**config.mk**
```make
export PLATFORM = sky130hd
export DESIGN_NAME = bchfix_top
export DESIGN_NICKNAME = d
export VERILOG_FILES = /design/src/rtl/bchfix_pkg.sv /design/src/rtl/bchfix_rstsync.sv /design/src/rtl/bchfix_unpack.sv /design/src/rtl/bchfix_seq.sv /design/src/rtl/bchfix_top.sv
export SDC_FILE = /design/constraint.sdc
export NUM_CORES = 1
export LEC_CHECK = 0
export ABC_AREA = 1
export BUFFER_PORTS_ARGS = -buffer_cell sky130_fd_sc_hd__buf_4
export CAP_MARGIN = 20
export CELL_PAD_IN_SITES_DETAIL_PLACEMENT = 1
export CELL_PAD_IN_SITES_GLOBAL_PLACEMENT = 1
export CORE_UTILIZATION = 41
export CTS_CLUSTER_DIAMETER = 50
export DETAILED_ROUTE_END_ITERATION = 8
export GPL_ROUTABILITY_DRIVEN = 0
export PLACE_DENSITY = 0.83
export SYNTH_ARGS = -nofsm -noshare
export SYNTH_HDL_FRONTEND = slang
export SYNTH_SLANG_ARGS = --single-unit
```
**constraint.sdc**
```tcl
create_clock -name clk -period 5.45 [get_ports clk]
set_input_delay 1.09 -clock clk [delete_from_list [all_inputs] [get_ports clk]]
set_output_delay 1.09 -clock clk [all_outputs]
set_load 0.1 [all_outputs]
```
**src/rtl/bchfix_pkg.sv**
```systemverilog
package bchfix_pkg;
  // Status word layout: count field and high-location field positions.
  localparam int CNT_LSB  = 10;
  localparam int CNT_W    = 4;
  localparam int HI_LSB   = 16;
  // Bit-order adjustment applied to every raw location.
  localparam int LOC_ADJ  = 3;

  typedef enum logic [1:0] {
    ST_IDLE = 2'd0,
    ST_SCAN = 2'd1,
    ST_WB   = 2'd2,
    ST_FIN  = 2'd3
  } fix_state_t;
endpackage

```
**src/rtl/bchfix_rstsync.sv**
```systemverilog
module bchfix_rstsync (
  input  logic clk,
  input  logic rst_n,
  output logic rst_n_sync
);
  logic [1:0] sync_q;

  always_ff @(posedge clk or negedge rst_n) begin
    if (!rst_n) sync_q <= 2'b00;
    else        sync_q <= {sync_q[0], 1'b1};
  end

  assign rst_n_sync = sync_q[1];
endmodule

```
**src/rtl/bchfix_unpack.sv**
```systemverilog
module bchfix_unpack #(
  parameter int WORD_W      = 32,
  parameter int LOC_W       = 13,
  parameter int MAX_LOCS    = 8,
  parameter int SECTOR_BITS = 4096,
  localparam int PACK_W     = LOC_W * MAX_LOCS,
  localparam int HI_W       = PACK_W - 3 * WORD_W
) (
  input  logic [WORD_W-1:0]                 word0_i,
  input  logic [WORD_W-1:0]                 word1_i,
  input  logic [WORD_W-1:0]                 word2_i,
  input  logic [HI_W-1:0]                   hi_i,
  output logic [MAX_LOCS-1:0][LOC_W-1:0]    loc_o,
  output logic [MAX_LOCS-1:0]               valid_o
);
  import bchfix_pkg::*;

  logic [PACK_W-1:0] packed_w;
  assign packed_w = {hi_i, word2_i, word1_i, word0_i};

  for (genvar g = 0; g < MAX_LOCS; g++) begin : g_loc
    logic [LOC_W-1:0] raw_w;
    assign raw_w      = packed_w[g*LOC_W +: LOC_W];
    assign loc_o[g]   = raw_w ^ LOC_W'(LOC_ADJ);
    assign valid_o[g] = (loc_o[g] < LOC_W'(SECTOR_BITS));
  end
endmodule

```
**src/rtl/bchfix_seq.sv**
```systemverilog
module bchfix_seq #(
  parameter int LOC_W    = 13,
  parameter int MAX_LOCS = 8,
  parameter int ADDR_W   = 9,
  parameter int DATA_W   = 8,
  parameter int CNT_W    = 4,
  localparam int SEL_W   = $clog2(MAX_LOCS),
  localparam int BIT_W   = $clog2(DATA_W)
) (
  input  logic                           clk,
  input  logic                           rst_n,
  input  logic                           start_i,
  input  logic [CNT_W-1:0]               cnt_field_i,
  input  logic [MAX_LOCS-1:0][LOC_W-1:0] locs_i,
  input  logic [MAX_LOCS-1:0]            valid_i,
  output logic                           take_o,
  output logic [ADDR_W-1:0]              mem_addr_o,
  output logic                           mem_rd_o,
  output logic                           mem_wr_o,
  output logic [DATA_W-1:0]              mem_wdata_o,
  input  logic [DATA_W-1:0]              mem_rdata_i,
  output logic                           busy_o,
  output logic                           done_o,
  output logic [CNT_W-1:0]               fixed_o,
  output logic                           unc_o
);
  import bchfix_pkg::*;

  fix_state_t       state_q, state_d;
  logic [CNT_W-1:0] idx_q, idx_d;
  logic [CNT_W-1:0] n_q, n_d;
  logic [CNT_W-1:0] fixed_q, fixed_d;
  logic             unc_q, unc_d;
  logic             adv_en;

  logic [SEL_W-1:0] sel_w;
  logic [LOC_W-1:0] cur_loc;
  logic [DATA_W-1:0] flip_mask;

  assign sel_w     = (idx_q < CNT_W'(MAX_LOCS)) ? idx_q[SEL_W-1:0] : '0;
  assign cur_loc   = locs_i[sel_w];
  assign flip_mask = DATA_W'(1) << cur_loc[BIT_W-1:0];

  // Next-state and output decode.
  always_comb begin
    state_d  = state_q;
    idx_d    = idx_q;
    n_d      = n_q;
    fixed_d  = fixed_q;
    unc_d    = unc_q;
    take_o   = 1'b0;
    mem_rd_o = 1'b0;
    mem_wr_o = 1'b0;
    case (state_q)
      ST_IDLE: begin
        if (start_i) begin
          take_o  = 1'b1;
          fixed_d = '0;
          unc_d   = 1'b0;
          idx_d   = '0;
          n_d     = cnt_field_i;
          if (cnt_field_i == '0) begin
            state_d = ST_FIN;
          end else if (cnt_field_i > CNT_W'(MAX_LOCS)) begin
            unc_d   = 1'b1;
            state_d = ST_FIN;
          end else begin
            state_d = ST_SCAN;
          end
        end
      end
      ST_SCAN: begin
        if (idx_q == n_q) begin
          state_d = ST_FIN;
        end else if (valid_i[sel_w]) begin
          mem_rd_o = 1'b1;
          state_d  = ST_WB;
        end else begin
          idx_d = idx_q + 1'b1;
        end
      end
      ST_WB: begin
        mem_wr_o = 1'b1;
        idx_d    = idx_q + 1'b1;
        fixed_d  = fixed_q + 1'b1;
        state_d  = ST_SCAN;
      end
      default: begin
        state_d = ST_IDLE;
      end
    endcase
  end

  assign adv_en = (state_q != ST_IDLE) || start_i;

  // State registers with explicit clock enable.
  always_ff @(posedge clk or negedge rst_n) begin
    if (!rst_n) begin
      state_q <= ST_IDLE;
      idx_q   <= '0;
      n_q     <= '0;
      fixed_q <= '0;
      unc_q   <= 1'b0;
    end else if (adv_en) begin
      state_q <= state_d;
      idx_q   <= idx_d;
      n_q     <= n_d;
      fixed_q <= fixed_d;
      unc_q   <= unc_d;
    end
  end

  assign mem_addr_o  = cur_loc[BIT_W +: ADDR_W];
  assign mem_wdata_o = mem_rdata_i ^ flip_mask;
  assign busy_o      = (state_q != ST_IDLE);
  assign done_o      = (state_q == ST_FIN);
  assign fixed_o     = fixed_q;
  assign unc_o       = unc_q;

  logic unused_loc_hi;
  assign unused_loc_hi = ^cur_loc[LOC_W-1:BIT_W+ADDR_W];

  AST_WR_FOLLOWS_RD: assert property (@(posedge clk) disable iff (!rst_n)
    mem_wr_o |-> $past(mem_rd_o));
  AST_WR_SAME_ADDR: assert property (@(posedge clk) disable iff (!rst_n)
    mem_wr_o |-> (mem_addr_o == $past(mem_addr_o)));
  AST_DONE_SINGLE: assert property (@(posedge clk) disable iff (!rst_n)
    done_o |=> !done_o);
  AST_FIXED_BOUND: assert property (@(posedge clk) disable iff (!rst_n)
    fixed_o <= CNT_W'(MAX_LOCS));
  AST_UNC_NO_FIX: assert property (@(posedge clk) disable iff (!rst_n)
    unc_o |-> (fixed_o == '0));
  AST_IDLE_QUIET: assert property (@(posedge clk) disable iff (!rst_n)
    !busy_o |-> !(mem_rd_o || mem_wr_o));
  AST_START_IGNORED: assert property (@(posedge clk) disable iff (!rst_n)
    (busy_o && start_i) |=> $stable(n_q));
endmodule

```
**src/rtl/bchfix_top.sv**
```systemverilog
module bchfix_top #(
  parameter int WORD_W       = 32,
  parameter int LOC_W        = 13,
  parameter int MAX_LOCS     = 8,
  parameter int SECTOR_BYTES = 512,
  parameter int DATA_W       = 8,
  localparam int ADDR_W      = $clog2(SECTOR_BYTES),
  localparam int SECTOR_BITS = SECTOR_BYTES * DATA_W,
  localparam int HI_W        = LOC_W * MAX_LOCS - 3 * WORD_W,
  localparam int CNT_W       = bchfix_pkg::CNT_W
) (
  input  logic              clk,
  input  logic              rst_n,
  input  logic              start_i,
  input  logic [WORD_W-1:0] res_word0_i,
  input  logic [WORD_W-1:0] res_word1_i,
  input  logic [WORD_W-1:0] res_word2_i,
  input  logic [WORD_W-1:0] status_i,
  output logic [ADDR_W-1:0] mem_addr_o,
  output logic              mem_rd_o,
  output logic              mem_wr_o,
  output logic [DATA_W-1:0] mem_wdata_o,
  input  logic [DATA_W-1:0] mem_rdata_i,
  output logic              busy_o,
  output logic              done_o,
  output logic [CNT_W-1:0]  fixed_count_o,
  output logic              uncorrectable_o
);
  import bchfix_pkg::*;

  logic rst_n_s;
  logic take_w;
  logic [WORD_W-1:0] w0_q, w1_q, w2_q;
  logic [HI_W-1:0]   hi_q;
  logic [MAX_LOCS-1:0][LOC_W-1:0] locs_w;
  logic [MAX_LOCS-1:0]            valid_w;

  bchfix_rstsync u_rst (
    .clk        (clk),
    .rst_n      (rst_n),
    .rst_n_sync (rst_n_s)
  );

  // Capture the result words on an accepted start.
  always_ff @(posedge clk or negedge rst_n_s) begin
    if (!rst_n_s) begin
      w0_q <= '0;
      w1_q <= '0;
      w2_q <= '0;
      hi_q <= '0;
    end else if (take_w) begin
      w0_q <= res_word0_i;
      w1_q <= res_word1_i;
      w2_q <= res_word2_i;
      hi_q <= status_i[HI_LSB +: HI_W];
    end
  end

  logic unused_stat;
  assign unused_stat = ^{status_i[WORD_W-1:HI_LSB+HI_W],
                         status_i[HI_LSB-1:CNT_LSB+CNT_W],
                         status_i[CNT_LSB-1:0]};

  bchfix_unpack #(
    .WORD_W      (WORD_W),
    .LOC_W       (LOC_W),
    .MAX_LOCS    (MAX_LOCS),
    .SECTOR_BITS (SECTOR_BITS)
  ) u_unpack (
    .word0_i (w0_q),
    .word1_i (w1_q),
    .word2_i (w2_q),
    .hi_i    (hi_q),
    .loc_o   (locs_w),
    .valid_o (valid_w)
  );

  bchfix_seq #(
    .LOC_W    (LOC_W),
    .MAX_LOCS (MAX_LOCS),
    .ADDR_W   (ADDR_W),
    .DATA_W   (DATA_W),
    .CNT_W    (CNT_W)
  ) u_seq (
    .clk         (clk),
    .rst_n       (rst_n_s),
    .start_i     (start_i),
    .cnt_field_i (status_i[CNT_LSB +: CNT_W]),
    .locs_i      (locs_w),
    .valid_i     (valid_w),
    .take_o      (take_w),
    .mem_addr_o  (mem_addr_o),
    .mem_rd_o    (mem_rd_o),
    .mem_wr_o    (mem_wr_o),
    .mem_wdata_o (mem_wdata_o),
    .mem_rdata_i (mem_rdata_i),
    .busy_o      (busy_o),
    .done_o      (done_o),
    .fixed_o     (fixed_count_o),
    .unc_o       (uncorrectable_o)
  );
endmodule

```
# Word-level counts from Yosys, hierarchy flattened
# Index checks and enable logic that the tools add are counted.
# word_totals
wordCells	75
reg_bits	121
out_inout_bits	26
in_bits	139
# op_classes
n_mux	24
n_bitwise	9
n_reduce_logical	10
addsub	2
magnitude_cmp	11
shift	1
n_eq_ne	8
# ops
operator	count
13-bit < comparator, second input constant	8
13-bit binary-select mux with 3-bit select	1
2-bit inverter	8
12-bit 2-to-1 mux	1
4-bit 2-to-1 mux	3
4-bit case mux with 3 select lines	1
2-bit 2-to-1 mux	5
1-bit 2-to-1 mux	9
3-bit AND reduction	3
4-bit by 1-bit adder with 4-bit output, second input constant	2
4-bit case mux with 2 select lines	1
1-bit by 3-bit << shifter with 8-bit output, first input constant	1
8-bit bitwise XOR	1
2-bit != test, second input constant	3
2-bit case mux with 3 select lines	1
5-bit AND reduction	1
2-bit equality test, second input constant	2
4-bit equality test	1
4-bit greater-than comparator, second input constant	1
4-bit logical NOT	1
3-bit by 4-bit < comparator with 1-bit output, second input constant	1
4-bit < comparator, second input constant	1
2-bit nonzero test	2
1-bit binary-select mux with 3-bit select	1
other kinds (6)	6

# Logic depth before layout (Yosys ltp)
# depth
depth_word	7
ltp_mapped	12
mapped_depth_nobuf	11

# Cells and area by module
# A second synthesis with hierarchy kept.
# unflattened
hier_cells	968
hier_area_um2	7234.4
# modules_own_cells
mod	area_each_um2	seq_area_each_um2	cells_per_inst	n_inst
bchfix_top	3942.5	2602.5	440	1
bchfix_seq	2487.4	375.4	413	1
bchfix_unpack	750.7	0.0	112	1
bchfix_rstsync	53.8	50.0	3	1

# Least setup slack after synthesis
# OpenSTA, ideal clock, no wires.
# synth_timing
kind	reg-to-output
start	reg u_seq.idx_q[3]
end	out mem_addr_o[0]
stages_incl_launch_ff	7
slack_ns	1.494
required_time_ns	4.360
arrival_ns	2.866
path_buffers	1
path_cell_list	dfrtp_1 -> inv_4 -> nand2_1 -> inv_2 -> clkbuf_1 -> o211ai_1 -> a31oi_1
# synth_between
elab_chain_len	4
# synth_rtl
element	line_no	text
from (decl)	bchfix_seq.sv:30	logic [CNT_W-1:0] idx_q, idx_d;
from (signal assigned)	bchfix_seq.sv:106	idx_q <= idx_d;
4-bit < comparator	bchfix_seq.sv:40	assign sel_w = (idx_q < CNT_W'(MAX_LOCS)) ? idx_q[SEL_W-1:0] : '0;
3-bit 2-to-1 mux	bchfix_seq.sv:40	
13-bit binary-select mux with 3-bit select	bchfix_seq.sv:41	assign cur_loc = locs_i[sel_w];
12-bit 2-to-1 mux (implied by the code)	bchfix_seq.sv:41	
to (decl)	bchfix_top.sv:19	output logic [ADDR_W-1:0] mem_addr_o,
# Every way passes these cells. The select of a mux whose other input is x is not followed.

# Final worst setup path
# layout_timing
start	reg u_seq.idx_q[0]
end	out mem_wdata_o[2]
# layout_between
elab_chain_len	6
# layout_rtl
element	line_no	text
4-bit < comparator	bchfix_seq.sv:40	
3-bit 2-to-1 mux (*)	bchfix_seq.sv:40	
13-bit binary-select mux with 3-bit select (*)	bchfix_seq.sv:41	
12-bit 2-to-1 mux (implied by the code) (*)	bchfix_seq.sv:41	
1-bit by 3-bit << shifter with 8-bit output (*)	bchfix_seq.sv:42	assign flip_mask = DATA_W'(1) << cur_loc[BIT_W-1:0];
8-bit bitwise XOR (*)	bchfix_seq.sv:114	assign mem_wdata_o = mem_rdata_i ^ flip_mask;
to (decl)	bchfix_top.sv:22	output logic [DATA_W-1:0] mem_wdata_o,
# Every way passes the cells marked *; elsewhere a longest branch is shown, timed or not. The select of a mux whose other input is x is not followed.

==> flow_metrics.env <==
export IMPL_status="finished, violations left"
export IMPL_violations="DRC"
export IMPL_globalRouteMet2Util_pct=47.0
export IMPL_rows=44
export IMPL_synth_seq_cells=121
export IMPL_maxCapViolations=0
export IMPL_synth_compound_area_share_pct=6.63
export IMPL_powerDensity_nw_per_um2=734
export IMPL_cts_clk_slew_worst_paths_ns=0.05
export IMPL_fillCellCount=1862
export IMPL_clockBufferDepth=2
export IMPL_netlist_area_um2=6260
export IMPL_synth_top_family_by_area="simple AND/OR/NAND/NOR gates"
export IMPL_grt_busiest_layer="met2"
export IMPL_yosys_area_share_adder_pct=1.40
export IMPL_timing_final_crit_share_pct=76.6
export IMPL_hold_path_class="flip-flop to flip-flop"
export IMPL_p_seq_share_pct=26.4
export IMPL_wl_per_cell_um=16.3
export IMPL_setup_tns_ns=0
export IMPL_die_w_um=126
export IMPL_critPathLaunchType="flip-flop"
export IMPL_worstPathMaxFanout=40
export IMPL_pin_count=165
export IMPL_cts_tree="built"
export IMPL_cp_required_ns=4.36
export IMPL_drtAntennaViolNets=0
export IMPL_met3_usage_pct=5.52
export IMPL_fmax_mhz=240
export IMPL_grt_use_total_pct=25.9
export IMPL_hold_ws_ns=0.354
export IMPL_nNetsFinal=1110
export IMPL_diodes=0
export IMPL_endpoint_kind="output pin"
export IMPL_async_reset_ff_share_pct=100
export IMPL_combPwrFrac_pct=53.6
export IMPL_dp_hpwl_um=11900
export IMPL_num_vias=5934
export IMPL_clock_sinks=121
export IMPL_synth_xor_area_share_pct=0.419
export IMPL_synth_edf_count=0
export IMPL_post_cts_buffers=0
export IMPL_yosys_area_share_simple_pct=36.0
export IMPL_area_growth_pct=27.6
export IMPL_rsz0062_at_grt="false"
export IMPL_grt_overflow=0
export IMPL_final_layout_size_suffix_gt1_share_pct=22.2
export IMPL_ys_types=31
export IMPL_finalCriticalPeriod_ns=4.17
export IMPL_portBuffers=144
export IMPL_power_internal_w=0.00289
export IMPL_regArea_um2=3030
export IMPL_finalSetupViolCount=0
export IMPL_ir_worst_vdd_uv=550
export IMPL_ys_warn_count=0
export IMPL_fp_dieH_um=126
export IMPL_p_leak_nw=4.29
export IMPL_antenna_found_initial=0
export IMPL_hold_viol_final=0
export IMPL_post_synth_cell_area_avg_um2=7.47
export IMPL_grt_pass1_wl_um=31800
export IMPL_core_um2=14700
export IMPL_grtUsageMet1_pct=30.5
export IMPL_die_area_um2=15800
export IMPL_cts_resized=0
export IMPL_cts_root_buf="clkbuf_16"
export IMPL_cts_buffers=17
export IMPL_grt_pass1_vias=6452
export IMPL_muxShareOfSynthArea_pct=0
export IMPL_wl_um=19000
export IMPL_arrival_ns=3.08
export IMPL_drtIter0Drc=384
export IMPL_p_clk_share_pct=20.0
export IMPL_drc=6
export IMPL_slew_viol_final=0
export IMPL_switching_share_pct=50.8
export IMPL_yosysSeqAreaShare_pct=48.3
export IMPL_start_util_pct=42.6
export IMPL_p_switching_w=0.00298
export IMPL_cts_hold_buf=0
export IMPL_slew_headroom_pct=37.5
export IMPL_vias_per_cell=5.11
export IMPL_synth_cells=839
export IMPL_tightest_slew_ns=0.938
export IMPL_synth_nets=985
export IMPL_htree_levels=4
export IMPL_worstSetupPathType="flip-flop to output pin"
export IMPL_multi_input_area_um2=2800
export IMPL_insertion_delay_ns=0.42
export IMPL_grt_start_max_net_pins=93
export IMPL_detail_route_first_pass_iterations=7
export IMPL_skew_ns=0.00560
export IMPL_ys_flop_type="dfrtp_1"
[routing by layer]
layer	wire length (µm)	share of wire (%)	up-vias
met1	8090	43	2894
li1	-	-	2886
met4	281	1.5	0
met3	756	4.0	23
met2	9840	52	131
met5	0	0	-
[cells in the mapped netlist, types with 6 or more instances]
cell      instances  area, µm²
clkbuf_1         19       71.3
or2_2            19        119
buf_1             6       22.5
dfrtp_1         121       3030
a31oi_1           9       56.3
nand4_1           8       50.1
inv_1            49        184
a21oi_1          15       75.1
nand2_1         413       1550
ha_1              7       87.6
o21ai_0          27        135
nand3_1          72        360
nor2_1           14       52.6
o211ai_1         18        135
[power by group through the flow]
stage | Sequential, W | Combinational, W | Clock, W
floorplan | 0.00157 | 0.00239 | 0
global route | 0.00160 | 0.00343 | 0.00123
CTS | 0.00155 | 0.00318 | 0.00119
global placement | 0.00153 | 0.00307 | 0
finish | 0.00155 | 0.00315 | 0.00118
detailed placement | 0.00155 | 0.00313 | 0
[flip-flops by register name, summed over array words and instances, names as in the netlist]
name and count:
u_seq.fixed_o 4, w1_q 32, u_seq.state_q 2, u_seq.idx_q 4
u_rst.sync_q 2, hi_q 8, u_seq.unc_o 1, u_seq.n_q 4
w0_q 32, w2_q 32
[stage by stage]
step / instances / instance area [µm²] / worst slack (ns) / util [%] / power (W)
floorplan: 839 / 6260 / 1.49 / - / 0.00396
global placement: 1129 / 7380 / 1.78 / 50.2 / 0.00460
detailed placement: 1129 / 7380 / 1.72 / 50.2 / 0.00468
CTS: 1161 / 8000 / 1.25 / 54.4 / 0.00592
global route: 1161 / 8000 / 1.05 / 54.4 / 0.00626
finish: 1161 / 8000 / 1.28 / 54.4 / 0.00587
[critical path: stages (launching register included)]
cell     delay (ns)
dfrtp_1        0.32
buf_4          0.42
inv_1          0.27
nor2_4         0.54
nand2_1        0.15
nand3_1        0.10
nand2_1        0.07
nand2_1        0.06
nand2_1        0.17
nand3_1        0.12
nand2_1        0.05
nand2_1        0.08
buf_4          0.29
[final cells by class]
class | instances | area share (%)
sequential | 121 | 37.9
multi-input combinational | 622 | 35.0
timing repair buffer | 149 | 14.0
clock buffer | 21 | 5.88
tap | 184 | 2.88
inverter | 53 | 2.54
clock inverter | 11 | 1.82
[cell usage in the layout (no fill, tap or decap), types with 2 or more instances in the layout]
| cell type | instances |
|---|---|
| nand2_1 | 412 |
| buf_4 | 149 |
| dfrtp_1 | 120 |
| nand3_1 | 72 |
| inv_1 | 49 |
| o21ai_0 | 27 |
| or2_2 | 19 |
| o211ai_1 | 18 |
| clkbuf_16 | 17 |
| a21oi_1 | 15 |
| nor2_1 | 14 |
| a31oi_1 | 9 |
| nand4_1 | 8 |
| ha_1 | 7 |
| clkinvlp_4 | 6 |
| nand2_4 | 5 |
| nand2_2 | 5 |
| xor2_1 | 3 |
| clkinv_2 | 3 |
| clkbuf_8 | 3 |
| bufinv_16 | 3 |
| nor2_4 | 2 |
| inv_2 | 2 |
| nand3b_1 | 2 |
[cells by family (layout without fill, tap and decap cells)]
group / Yosys count / after routing
adders and majority gates: 7 / 7
and+or+nand+nor: 540 / 540
buffers and inverters: 96 / 234
other: 1 / 1
xor gates and xnor gates: 3 / 3
AOI/OAI and AO/OA: 71 / 71
DFF: 121 / 121
[final timing paths]
kind	slack, ns	cells past startpoint	endpoint	from
setup reg to reg	2.94	6	w0_q[14]	u_seq.state_q[0]
min in group asynchronous	0.43	0	w0_q[18]	u_rst.sync_q[1]
setup / recovery	1.28	12	mem_wdata_o[2]	u_seq.idx_q[0]
max in group asynchronous	3.75	1	w2_q[13]	u_rst.sync_q[1]
hold / removal	0.35	0	u_rst.sync_q[1]	u_rst.sync_q[0]
hold reg to reg	0.35	0	u_rst.sync_q[1]	u_rst.sync_q[0]
Note: power is estimated with default switching activity, not from simulation.
